===== config.mk =====
export PLATFORM = sky130hd
export DESIGN_NAME = xmem_strobe_seq
export DESIGN_NICKNAME = d
export VERILOG_FILES = /design/src/rtl/xmem_seq_pkg.sv /design/src/rtl/xmem_cfg_bank.sv /design/src/rtl/xmem_phase_fsm.sv /design/src/rtl/xmem_bus_drv.sv /design/src/rtl/xmem_strobe_seq.sv
export SDC_FILE = /design/constraint.sdc
export NUM_CORES = 1
export LEC_CHECK = 0
export BUFFER_PORTS_ARGS = -buffer_cell sky130_fd_sc_hd__clkbuf_2
export CORE_MARGIN = 2
export CORE_UTILIZATION = 55
export DETAILED_ROUTE_END_ITERATION = 8
export GPL_ROUTABILITY_DRIVEN = 0
export PLACE_DENSITY_LB_ADDON = 0.2
export SETUP_SLACK_MARGIN = 0.4
export SYNTH_ARGS = -nofsm -noshare
export SYNTH_HDL_FRONTEND = slang
export SYNTH_SLANG_ARGS = --single-unit

===== constraint.sdc =====
create_clock -name clk -period 5.6 [get_ports clk]
set_clock_uncertainty 0.15 [all_clocks]
set_input_delay 0.84 -clock clk [delete_from_list [all_inputs] [get_ports clk]]
set_output_delay 0.84 -clock clk [all_outputs]
set_load 0.01 [all_outputs]

===== src/rtl/xmem_seq_pkg.sv =====
package xmem_seq_pkg;

    localparam int FIELD_W = 8;
    localparam int NSPACE  = 2;
    localparam int CFG_W   = 4 * FIELD_W;

    typedef logic [FIELD_W-1:0] field_t;

    localparam field_t FIELD_RST  = field_t'(8'hFC);
    localparam field_t FIELD_RSVD = field_t'(8'hFF);
    localparam field_t FIELD_TOP  = field_t'(8'hFE);
    localparam field_t FIELD_ONE  = field_t'(1);

    typedef struct packed {
        field_t hold;
        field_t hiz;
        field_t cmd;
        field_t setup;
    } timing_t;

    localparam timing_t TIMING_RST = '{hold: FIELD_RST, hiz: FIELD_RST,
                                       cmd: FIELD_RST, setup: FIELD_RST};

    typedef enum logic [1:0] {
        PH_IDLE  = 2'd0,
        PH_SETUP = 2'd1,
        PH_CMD   = 2'd2,
        PH_HOLD  = 2'd3
    } phase_e;

    function automatic logic bad_field(input field_t v, input logic zero_bad);
        return (v == FIELD_RSVD) || (zero_bad && (v == '0));
    endfunction

    function automatic field_t fix_field(input field_t v, input logic zero_bad);
        if (v == FIELD_RSVD)
            return FIELD_TOP;
        else if (zero_bad && (v == '0))
            return FIELD_ONE;
        return v;
    endfunction

    function automatic timing_t fix_timing(input timing_t t);
        timing_t r;
        r.setup = fix_field(t.setup, 1'b0);
        r.cmd   = fix_field(t.cmd,   1'b1);
        r.hiz   = fix_field(t.hiz,   1'b0);
        r.hold  = fix_field(t.hold,  1'b1);
        return r;
    endfunction

    function automatic logic bad_timing(input timing_t t);
        return bad_field(t.setup, 1'b0) || bad_field(t.cmd, 1'b1) ||
               bad_field(t.hiz, 1'b0)   || bad_field(t.hold, 1'b1);
    endfunction

endpackage


===== src/rtl/xmem_cfg_bank.sv =====
module xmem_cfg_bank
    import xmem_seq_pkg::*;
(
    input  logic    clk,
    input  logic    rst,
    input  logic    cfg_we,
    input  logic    cfg_space,
    input  timing_t cfg_data,
    input  logic    sel_space,
    output timing_t sel_timing,
    output logic    cfg_err
);

    timing_t bank [NSPACE];

    for (genvar i = 0; i < NSPACE; i++) begin : g_space
        timing_t grp_q;
        always_ff @(posedge clk) begin
            if (rst)
                grp_q <= TIMING_RST;
            else if (cfg_we && (cfg_space == 1'(i)))
                grp_q <= fix_timing(cfg_data);
        end
        assign bank[i] = grp_q;
    end

    assign sel_timing = bank[sel_space];

    always_ff @(posedge clk) begin
        if (rst)
            cfg_err <= 1'b0;
        else if (cfg_we && bad_timing(cfg_data))
            cfg_err <= 1'b1;
    end

endmodule


===== src/rtl/xmem_phase_fsm.sv =====
module xmem_phase_fsm
    import xmem_seq_pkg::*;
(
    input  logic    clk,
    input  logic    rst,
    input  logic    start,
    input  timing_t tim_in,
    input  logic    mem_wait_n,
    output phase_e  phase,
    output logic    leave_cmd
);

    phase_e ph_q;
    field_t cnt_q;
    field_t cmd_q;
    field_t hold_q;

    assign phase     = ph_q;
    assign leave_cmd = (ph_q == PH_CMD) && (cnt_q == '0) && mem_wait_n;

    always_ff @(posedge clk) begin
        if (rst) begin
            ph_q   <= PH_IDLE;
            cnt_q  <= '0;
            cmd_q  <= '0;
            hold_q <= '0;
        end else begin
            unique case (ph_q)
                PH_IDLE: begin
                    if (start) begin
                        ph_q   <= PH_SETUP;
                        cnt_q  <= tim_in.setup;
                        cmd_q  <= tim_in.cmd;
                        hold_q <= tim_in.hold;
                    end
                end
                PH_SETUP: begin
                    if (cnt_q == '0) begin
                        ph_q  <= PH_CMD;
                        cnt_q <= cmd_q;
                    end else begin
                        cnt_q <= cnt_q - FIELD_ONE;
                    end
                end
                PH_CMD: begin
                    if (cnt_q != '0) begin
                        cnt_q <= cnt_q - FIELD_ONE;
                    end else if (mem_wait_n) begin
                        ph_q  <= PH_HOLD;
                        cnt_q <= hold_q - FIELD_ONE;
                    end
                end
                PH_HOLD: begin
                    if (cnt_q == '0)
                        ph_q <= PH_IDLE;
                    else
                        cnt_q <= cnt_q - FIELD_ONE;
                end
                default: ph_q <= PH_IDLE;
            endcase
        end
    end

endmodule


===== src/rtl/xmem_bus_drv.sv =====
module xmem_bus_drv
    import xmem_seq_pkg::*;
#(
    parameter int ADDR_W = 16,
    parameter int DATA_W = 8
) (
    input  logic              clk,
    input  logic              rst,
    input  logic              start,
    input  logic              req_write,
    input  logic [ADDR_W-1:0] req_addr,
    input  logic [DATA_W-1:0] req_wdata,
    input  field_t            hiz_in,
    input  phase_e            phase,
    input  logic              leave_cmd,
    input  logic [DATA_W-1:0] mem_din,
    output logic [ADDR_W-1:0] mem_addr,
    output logic [DATA_W-1:0] mem_dout,
    output logic              mem_dout_en,
    output logic              mem_we_n,
    output logic              mem_oe_n,
    output logic              done,
    output logic [DATA_W-1:0] rdata
);

    logic              wr_q;
    logic [ADDR_W-1:0] addr_q;
    logic [DATA_W-1:0] data_q;
    field_t            hiz_q;
    logic              busy;

    assign busy = (phase != PH_IDLE);

    always_ff @(posedge clk) begin
        if (rst) begin
            wr_q   <= 1'b0;
            addr_q <= '0;
            data_q <= '0;
            hiz_q  <= '0;
        end else if (start) begin
            wr_q   <= req_write;
            addr_q <= req_addr;
            data_q <= req_wdata;
            hiz_q  <= hiz_in;
        end else if (busy && (hiz_q != '0)) begin
            hiz_q  <= hiz_q - FIELD_ONE;
        end
    end

    always_ff @(posedge clk) begin
        if (rst) begin
            done  <= 1'b0;
            rdata <= '0;
        end else begin
            done <= leave_cmd;
            if (leave_cmd && !wr_q)
                rdata <= mem_din;
        end
    end

    assign mem_addr    = addr_q;
    assign mem_dout    = data_q;
    assign mem_dout_en = busy && wr_q && (hiz_q == '0);
    assign mem_we_n    = !((phase == PH_CMD) && wr_q);
    assign mem_oe_n    = !((phase == PH_CMD) && !wr_q);

endmodule


===== src/rtl/xmem_strobe_seq.sv =====
module xmem_strobe_seq
    import xmem_seq_pkg::*;
#(
    parameter int ADDR_W = 16,
    parameter int DATA_W = 8
) (
    input  logic              clk,
    input  logic              rst,
    input  logic              cfg_we,
    input  logic              cfg_space,
    input  logic [CFG_W-1:0]  cfg_data,
    output logic              cfg_err,
    input  logic              req_valid,
    output logic              req_ready,
    input  logic              req_write,
    input  logic              req_attr,
    input  logic [ADDR_W-1:0] req_addr,
    input  logic [DATA_W-1:0] req_wdata,
    output logic [ADDR_W-1:0] mem_addr,
    output logic              mem_we_n,
    output logic              mem_oe_n,
    output logic [DATA_W-1:0] mem_dout,
    output logic              mem_dout_en,
    input  logic [DATA_W-1:0] mem_din,
    input  logic              mem_wait_n,
    output logic              done,
    output logic [DATA_W-1:0] rdata
);

    timing_t sel_timing;
    phase_e  phase;
    logic    leave_cmd;
    logic    start;

    assign req_ready = (phase == PH_IDLE);
    assign start     = req_valid && req_ready;

    xmem_cfg_bank u_cfg (
        .clk        (clk),
        .rst        (rst),
        .cfg_we     (cfg_we),
        .cfg_space  (cfg_space),
        .cfg_data   (timing_t'(cfg_data)),
        .sel_space  (req_attr),
        .sel_timing (sel_timing),
        .cfg_err    (cfg_err)
    );

    xmem_phase_fsm u_fsm (
        .clk        (clk),
        .rst        (rst),
        .start      (start),
        .tim_in     (sel_timing),
        .mem_wait_n (mem_wait_n),
        .phase      (phase),
        .leave_cmd  (leave_cmd)
    );

    xmem_bus_drv #(
        .ADDR_W (ADDR_W),
        .DATA_W (DATA_W)
    ) u_drv (
        .clk         (clk),
        .rst         (rst),
        .start       (start),
        .req_write   (req_write),
        .req_addr    (req_addr),
        .req_wdata   (req_wdata),
        .hiz_in      (sel_timing.hiz),
        .phase       (phase),
        .leave_cmd   (leave_cmd),
        .mem_din     (mem_din),
        .mem_addr    (mem_addr),
        .mem_dout    (mem_dout),
        .mem_dout_en (mem_dout_en),
        .mem_we_n    (mem_we_n),
        .mem_oe_n    (mem_oe_n),
        .done        (done),
        .rdata       (rdata)
    );

endmodule


-- Word-level counts from Yosys, hierarchy flattened
Index checks and enable logic that the tools add are counted.
- flip-flop bits (word level): 133
- input bits: 72
- $lt $le $gt $ge: 1
- reductions and logical operators: 32
- add/subtract/negate cells: 3
- bitwise operators: 2
- muxes and demuxes: 53
- eq/ne operators: 14
- operator list (operator ; count):
    two-way mux 8 bit ; 21
    two-way mux 32 bit ; 3
    == test 8 bit (second input constant) ; 4
    logical NOT 8 bit ; 4
    case mux 8 bit (4 select lines) ; 1
    subtractor 8 x 1 -> 8 bit (second input constant) ; 3
    two-way mux 1 bit ; 22
    nonzero test 8 bit ; 2
    logical AND 1 bit ; 12
    two-way mux 2 bit ; 5
    case mux 2 bit (4 select lines) ; 1
    != test 2 x 1 -> 1 bit (second input constant) ; 3
    != test 2 bit (second input constant) ; 3
    logical OR 1 bit ; 5
    AND reduction 5 bit ; 1
    == test 2 bit (second input constant) ; 2
    nonzero test 2 bit ; 2
    logical NOT 1 bit ; 3
    != test 3 bit (second input constant) ; 1
    AND reduction 3 bit ; 1
    == test 2 x 1 -> 1 bit (second input constant) ; 1
    greater-or-equal comparator 2 bit (second input constant) ; 1
    logical NOT 2 bit ; 1
    NOT 1 -> 2 bit ; 1
    2 further kinds ; 2

-- Depth between registers and ports, before layout
Gate-level depths: netlist of run 1.
- depth after elaboration: 6
- mapped depth: 9
- gate-level depth less buffers: 7

-- Modules after synthesis
Synthesis of run 1 repeated with hierarchy kept, for this count alone.
- cell total of the unflattened synthesis: 726
- area total of the unflattened synthesis: 6134.6 um2
- by module, submodules not included (module ; seq. area each (um2) ; area an instance (um2) ; times used ; cells each):
    xmem_cfg_bank ; 1301.2 ; 2758.9 ; 1 ; 341
    xmem_bus_drv ; 840.8 ; 1737.9 ; 1 ; 172
    xmem_phase_fsm ; 520.5 ; 1621.6 ; 1 ; 211
    xmem_strobe_seq ; 0.0 ; 16.3 ; 1 ; 2

-- Least setup slack after synthesis of run 1
No wires, ideal clock.
- kind: flip-flop to output port
- start: register u_fsm.ph_q[0] (netlist: u_fsm.phase[0])
- end: output mem_dout_en
- arrival time: 1.533 ns
- setup slack: 3.077 ns
- cell stages (with the launch flop): 6
- required time: 4.610 ns
- path buffers: 1
- cells stage by stage: dfxtp_1 inv_1 ha_1 clkbuf_1 nor4b_1 and4_1
- cells in the longest elaborated chain, start to end: 3
- RTL lines (item ; RTL line ; source):
    start, declared ; xmem_phase_fsm.sv:13 ; phase_e ph_q;
    start signal, assigned ; xmem_phase_fsm.sv:23 ; ph_q <= PH_IDLE;
    start signal, assigned ; xmem_phase_fsm.sv:31 ; ph_q <= PH_SETUP;
    start signal, assigned ; xmem_phase_fsm.sv:39 ; ph_q <= PH_CMD;
    nonzero test 2 bit ; xmem_bus_drv.sv:32 ; assign busy = (phase != PH_IDLE);
    logical AND 1 bit (2 in series) ; xmem_bus_drv.sv:63 ; assign mem_dout_en = busy && wr_q && (hiz_q == '0);
    end, declared ; xmem_strobe_seq.sv:23 ; output logic mem_dout_en,
No other way between the ends.

-- Final worst setup path of run 1
Ends and elaborated chain as after synthesis.

==> results of run 1 <==
## Yosys cell counts, drive strengths merged (4+ instances only)
| cell | instances |
|---|---|
| nor4 | 7 |
| a22o | 6 |
| ha | 8 |
| o21ai | 12 |
| xor2 | 4 |
| mux2i | 43 |
| nand2 | 197 |
| xnor2 | 6 |
| nand3 | 55 |
| a31oi | 5 |
| nand4 | 7 |
| inv | 14 |
| a22oi | 4 |
| nor3b | 5 |
| and4 | 4 |
| a21oi | 58 |
| nor3 | 10 |
| nor2b | 4 |
| nand2b | 4 |
| or3 | 4 |
| buf | 12 |
| a211oi | 25 |
| nor2 | 47 |
| clkbuf | 38 |
| dfxtp | 133 |
## placed cells by master, fill, tap and decap left out, drive strengths merged, types with 2 or more instances in the layout
cell / instances
a22oi: 4
xnor2: 6
nand2: 197
nand4: 7
inv: 14
nor3b: 5
a21o: 2
a311oi: 3
a211oi: 25
nor2b: 4
or3: 4
and4: 4
nand2b: 4
xor2: 4
nor3: 10
nor2: 47
bufinv: 5
dfxtp: 133
buf: 6
ha: 8
mux2i: 43
a22o: 6
o21ai: 12
nand3: 55
clkbuf: 131
a21oi: 58
nor4: 7
o21a: 3
clkinv: 3
nand3b: 2
and2: 2
a31oi: 5
## sequential cells by signal, summed over array words and instances (netlist names)
signal	cells
u_cfg.bank	64
u_cfg.cfg_err	1
u_drv.done	1
u_drv.hiz_q	8
u_drv.mem_addr	16
u_drv.mem_dout	8
u_drv.rdata	8
u_drv.wr_q	1
u_fsm.cmd_q	8
u_fsm.cnt_q	8
u_fsm.hold_q	8
u_fsm.phase	2
## power by group through the flow
stage	clock [uW]	sequential (uW)	combinational, uW
floorplan	0	1230	802
global placement	0	1240	1010
detailed placement	0	1250	1040
CTS	1210	1240	1060
global route	1260	1260	1190
finish	1200	1240	1070
## through the flow
step / total power, uW / hold slack, ns
3_3_place_gp: 2260 / 0.291
6_report: 3510 / 0.302
2_1_floorplan: 2040 / 0.282
3_5_place_dp: 2290 / 0.296
5_1_grt: 3710 / 0.318
4_1_cts: 3500 / 0.303
## kinds of logic (layout without fill, tap and decap cells)
| family | after synthesis | count (layout) |
|---|---|---|
| xor gates and xnor gates | 10 | 10 |
| buffers and inverters | 64 | 160 |
| DFF | 133 | 133 |
| muxes | 44 | 44 |
| adders and majority gates | 8 | 8 |
| AOI/OAI and AO/OA | 126 | 126 |
| and+or+nand+nor | 354 | 354 |
## critical path, stage by stage, from the launching register on
cell and delay [ns]:
dfxtp_1 0.37, inv_1 0.09, ha_1 0.41, nor4b_1 0.57, and4_1 0.27, clkbuf_2 0.14
## final timing paths
| path | to | cells past startpoint | from | slack, ns |
|---|---|---|---|---|
| max | mem_dout_en | 5 | u_fsm.phase[0]$_SDFFE_PP0P_ | 2.24 |
| max reg2reg | u_drv.hiz_q[1]$_SDFFE_PP0P_ | 7 | u_fsm.phase[0]$_SDFFE_PP0P_ | 2.69 |
| min | u_cfg.bank[48]$_SDFFE_PP0P_ | 2 | u_cfg.bank[48]$_SDFFE_PP0P_ | 0.30 |
| min reg2reg | u_cfg.bank[48]$_SDFFE_PP0P_ | 2 | u_cfg.bank[48]$_SDFFE_PP0P_ | 0.30 |
## routing by layer
| metal | vias to the layer above | share of wire, % | track usage, % |
|---|---|---|---|
| met5 | - | 0 | 0 |
| met4 | 0 | 2.1 | 10.4 |
| met3 | 28 | 7.3 | 6.11 |
| met2 | 217 | 47 | 42.8 |
| met1 | 2564 | 44 | 34.6 |
| li1 | 2713 | - | - |
## cell type report
class | count | share of cell area [%]
clock buffer | 22 | 6.63
clock inverter | 9 | 2.42
inverter | 14 | 0.736
multi-input combinational | 542 | 42.3
sequential | 133 | 37.3
tap | 136 | 2.38
timing repair buffer | 115 | 8.27
==> impl_metrics.ini, run 1 <==
[clock_network]
cts-root-buf = clkbuf_8
cts_tree = built
clkSlewWorstSetupHoldPaths_ns = 0.06
postCtsHoldBufs = 0
cts_num_sinks = 133
cts.repair.resized = 0
clk-insertion-delay-late_ns = 0.53
htreeDepth = 4
clockBufferDepth = 2
cts_buffers = 17
cts_setup_buffers = 0

[synthesis]
synthCells = 739
yosysTopAreaCell = dfxtp_1
synth_nets = 819
synthXorXnorAreaFrac_pct = 1.48
synth_top_area_share_pct = 44.9
synth_ff_type = dfxtp_1
synth_edf_count = 0
async_flop_share_pct = 0
synthSimpleGateAreaFrac_pct = 26.7
syn_area_mm2 = 0.00593
synth_top_family_by_area = simple AND/OR/NAND/NOR gates
synth-adder-area-share_pct = 1.69
synth_area_leaders = dfxtp_1 45%, nand2_1 12%, mux2i_1 7.3%
ys_seq_elements = 133
seq_area_frac_synth_pct = 44.9
synth_warnings = 0
synth_cell_types = 53
synth_compound_area_share_pct = 13.5
syn_area_per_cell_um2 = 8.02
synthMuxAreaShare_pct = 7.45

[global_routing]
grt_first_pass_wirelength_um = 24300
grt_max_degree = 65
antenna_found_initial = 0
grt_pass1_vias = 5049
grt_usage_pct = 26.6
grt_overflow = 0

[final_layout]
fin_cells = 971
syn_to_final_growth_pct = 20.4
drive_gt1_share_pct = 19.3
multi_input_area_mm2 = 0.00302
fin_nets = 903
fillers = 828
regArea_mm2 = 0.00266
finalInstanceArea_mm2 = 0.00714
final_util_pct = 68.5
antennaDiodeCount = 0

[critical_path]
crit_path_max_fanout = 19
cp.required_ns = 4.61
crit_path_start_kind = register
crit_type = register to output pin
end_kind = output pin
cp_data_arrival_time_ns = 2.37

[route]
dr.pass1.iters = 5
drt_wl_total_um = 15000
drc_errors = 0
ant_nets = 0
first_iter_violations = 319
route.vias.total = 5522
vias_per_cell = 5.69
wire_per_inst_um = 15.4

[worst_hold_path]
hold_path.class = register to register

[placed_design]
dp_hpwl_um = 9880
port_buffers = 109
place_ws_ns = 2.77
dpl.cell_count = 940
placed_cell_area_mm2 = 0.00649

[timing]
fin_crit_sh_pct = 60.0
fin_tns_setup_ns = 0
relSlewSlack_pct = 21.0
final_hold_viol_count = 0
worst_pin_slew_ns = 1.18
fmax_mhz = 298
grt_setup_unrepaired = false
slew_violations = 0
min_period_ns = 3.36
finalSetupViolations = 0
layout_setup_ws_ns = 2.24

[pwr]
ir_worst_vdd_mv = 0.233
power_density_mw_per_mm2 = 492
power.switching_uw = 1180
swShare_pct = 33.5
clkPwrFrac_pct = 34.2
power_frac_seq_pct = 35.4
cellLeakagePower_uw = 0.00321
power_frac_comb_pct = 30.4
p_int_uw = 2330

[floorplan]
ios = 110
start_util_pct = 56.9
die_w_um = 108
die_h_um = 108
fp-row-count = 37
design.die.area_mm2 = 0.0116
core-area_mm2 = 0.0104

[job]
maxCapViolCount = 0

[outcome]
status = complete, no violations
Power figures use the tool's default switching activity.
==> run 2, diff against run 1 <==
--- a/config.mk
+++ b/config.mk
@@ -7,7 +7,7 @@
 export LEC_CHECK = 0
 export BUFFER_PORTS_ARGS = -buffer_cell sky130_fd_sc_hd__clkbuf_2
 export CORE_MARGIN = 2
-export CORE_UTILIZATION = 55
+export CORE_UTILIZATION = 50
 export DETAILED_ROUTE_END_ITERATION = 8
 export GPL_ROUTABILITY_DRIVEN = 0
 export PLACE_DENSITY_LB_ADDON = 0.2
==> constraint.sdc (replaced) <==
create_clock -name clk -period 2.8 [get_ports clk]
set_clock_uncertainty 0.15 [all_clocks]
set_input_delay 0.42 -clock clk [delete_from_list [all_inputs] [get_ports clk]]
set_output_delay 0.42 -clock clk [all_outputs]
set_load 0.01 [all_outputs]
==> run 2 against run 1 <==
The flow now finishes with violations (design-rule violations). Register-to-register slack lost 2.1 ns. Critical path depth stayed put. Core utilization fell by 5.3 points. Total power up 100%. Global-route usage is 3.2 points lower. Sequential cell count is the same. Non-clock buffer count is 13 higher. Combinational power grew 110%. Routed wire length is 1.4% lower. Setup slack worse by 1.7 ns. Die area grew 9.6%.
==> impl_metrics.ini, run 2 (same netlist as run 1, synthesis figures left out) <==
[outcome]
status = finished, violations left
violations = design-rule violations

[floorplan]
core-area_mm2 = 0.0115
design.die.area_mm2 = 0.0127
die_w_um = 113
fp-row-count = 39
die_h_um = 113
start_util_pct = 51.5
ios = 110

[global_routing]
grt_first_pass_wirelength_um = 24400
grt_pass1_vias = 5164
grt_usage_pct = 23.3
antenna_found_initial = 0
grt_max_degree = 52
grt_overflow = 0

[worst_hold_path]
holdPathStages = 3
hold_path.class = input port to register

[timing]
fin_crit_sh_pct = 81.7
relSlewSlack_pct = 51.5
layout_setup_ws_ns = 0.513
fmax_mhz = 437
fin_tns_setup_ns = 0
finalSetupViolations = 0
worst_pin_slew_ns = 0.721
grt_setup_unrepaired = false
worst_hold_slack_ns = 0.0724
min_period_ns = 2.29
final_hold_viol_count = 0
slew_violations = 0

[route]
highest_layer = met4
wl_met2_um = 7040
ant_nets = 0
dr.pass1.iters = 7
wl_met3_um = 819
first_iter_violations = 296
route.vias.total = 5479
drt_wl_total_um = 14800
vias_per_cell = 5.52
wl_met1_um = 6700
drc_errors = 7
wire_per_inst_um = 14.9

[final_layout]
largest_register_ffs = 64
layout_commonest_cell = nand2_1
antennaDiodeCount = 0
drive_gt1_share_pct = 21.4
fin_nets = 916
syn_to_final_growth_pct = 22.9
most-common-layout-cells = 197 x nand2_1, 131 x dfxtp_1, 109 x clkbuf_2

[clock_network]
clk-insertion-delay-late_ns = 0.41
htreeDepth = 4
clockBufferDepth = 2
clkSlewWorstSetupHoldPaths_ns = 0.06
postCtsHoldBufs = 0
cts-root-buf = clkbuf_16
cts_tree = built
cts_num_sinks = 133
cts_buffers = 17

[critical_path]
reg2regPathDepth = 5
cp.required_ns = 2.23
crit_path_max_fanout = 3
crit_path_start_kind = register
end_kind = output pin
crit_type = register to output pin
cp_data_arrival_time_ns = 1.72

[placed_design]
dp_hpwl_um = 10300
port_buffers = 109
place_ws_ns = 0.554

[pwr]
power_density_mw_per_mm2 = 973
cellLeakagePower_uw = 0.00327
ir_worst_vdd_mv = 0.440
power_uw = 7090

[job]
maxCapViolCount = 0
-- run 2: changes by cell type in the layout (fill, tap and decap cells not counted), moves of 2 or more --
cell and delta:
buf_4 +11, clkbuf_8 -3, ha_1 -3, ha_2 +3, buf_12 +2, clkinv_4 +2, clkinvlp_4 +2, dfxtp_1 -2
dfxtp_2 +2
-- run 2: cell type report --
| type | instances | area, um^2 |
|---|---|---|
| clock buffers | 19 | 453 |
| clock inverters | 13 | 180 |
| fillers | 1014 | 4230 |
| inverters | 14 | 52.6 |
| multi-input cells | 542 | 3040 |
| flip-flops and latches | 133 | 2670 |
| well taps | 143 | 179 |
| repair buffers | 128 | 713 |
-- run 2: what timing repair did --
item	4_1_cts	5_1_grt
pin swaps	0	3
resized for setup	2	6
setup endpoints to repair	1	6
endpoints found under the hold margin	0	0
buffers inserted	0	3
-- run 2: where the power goes --
group          leakage [uW]  internal [uW]  switching, uW  total (uW)
combinational       0.00187            943           1320        2260
sequential          0.00110           2210            284        2490
clock              0.000305           1530            801        2330
total               0.00327           4680           2410        7090
-- run 2: worst paths after layout --
check,from,endpoint,slack (ns)
max,u_fsm.phase[0]$_SDFFE_PP0P_,mem_dout_en,0.51
min reg2reg,u_cfg.bank[49]$_SDFFE_PP0P_,u_cfg.bank[49]$_SDFFE_PP0P_,0.30
min,req_wdata[4],u_drv.mem_dout[4]$_SDFFE_PP0P_,0.07
max reg2reg,u_fsm.cnt_q[2]$_SDFFE_PP0P_,u_fsm.cnt_q[5]$_SDFFE_PP0P_,0.56
-- run 2: metrics by stage --
| stage | area, um^2 | utilization [%] | std cells |
|---|---|---|---|
| floorplan | 5930 | - | 739 |
| global placement | 6600 | 57.3 | 957 |
| detailed placement | 6600 | 57.3 | 957 |
| CTS | 7250 | 62.9 | 989 |
| global route | 7280 | 63.2 | 992 |
| finish | 7280 | 63.2 | 992 |
-- run 2: critical path: stages (launching register included) --
cell and delay (ns):
dfxtp_2 0.34, inv_1 0.07, ha_2 0.21, nor4b_4 0.31, and4_1 0.23, clkbuf_2 0.14
-- run 2: per-layer routing --
layer	vias to the layer above	track usage, %
met4	0	6.91
li1	2739	-
met3	25	4.71
met1	2563	31.6
met5	-	0
met2	152	38.0
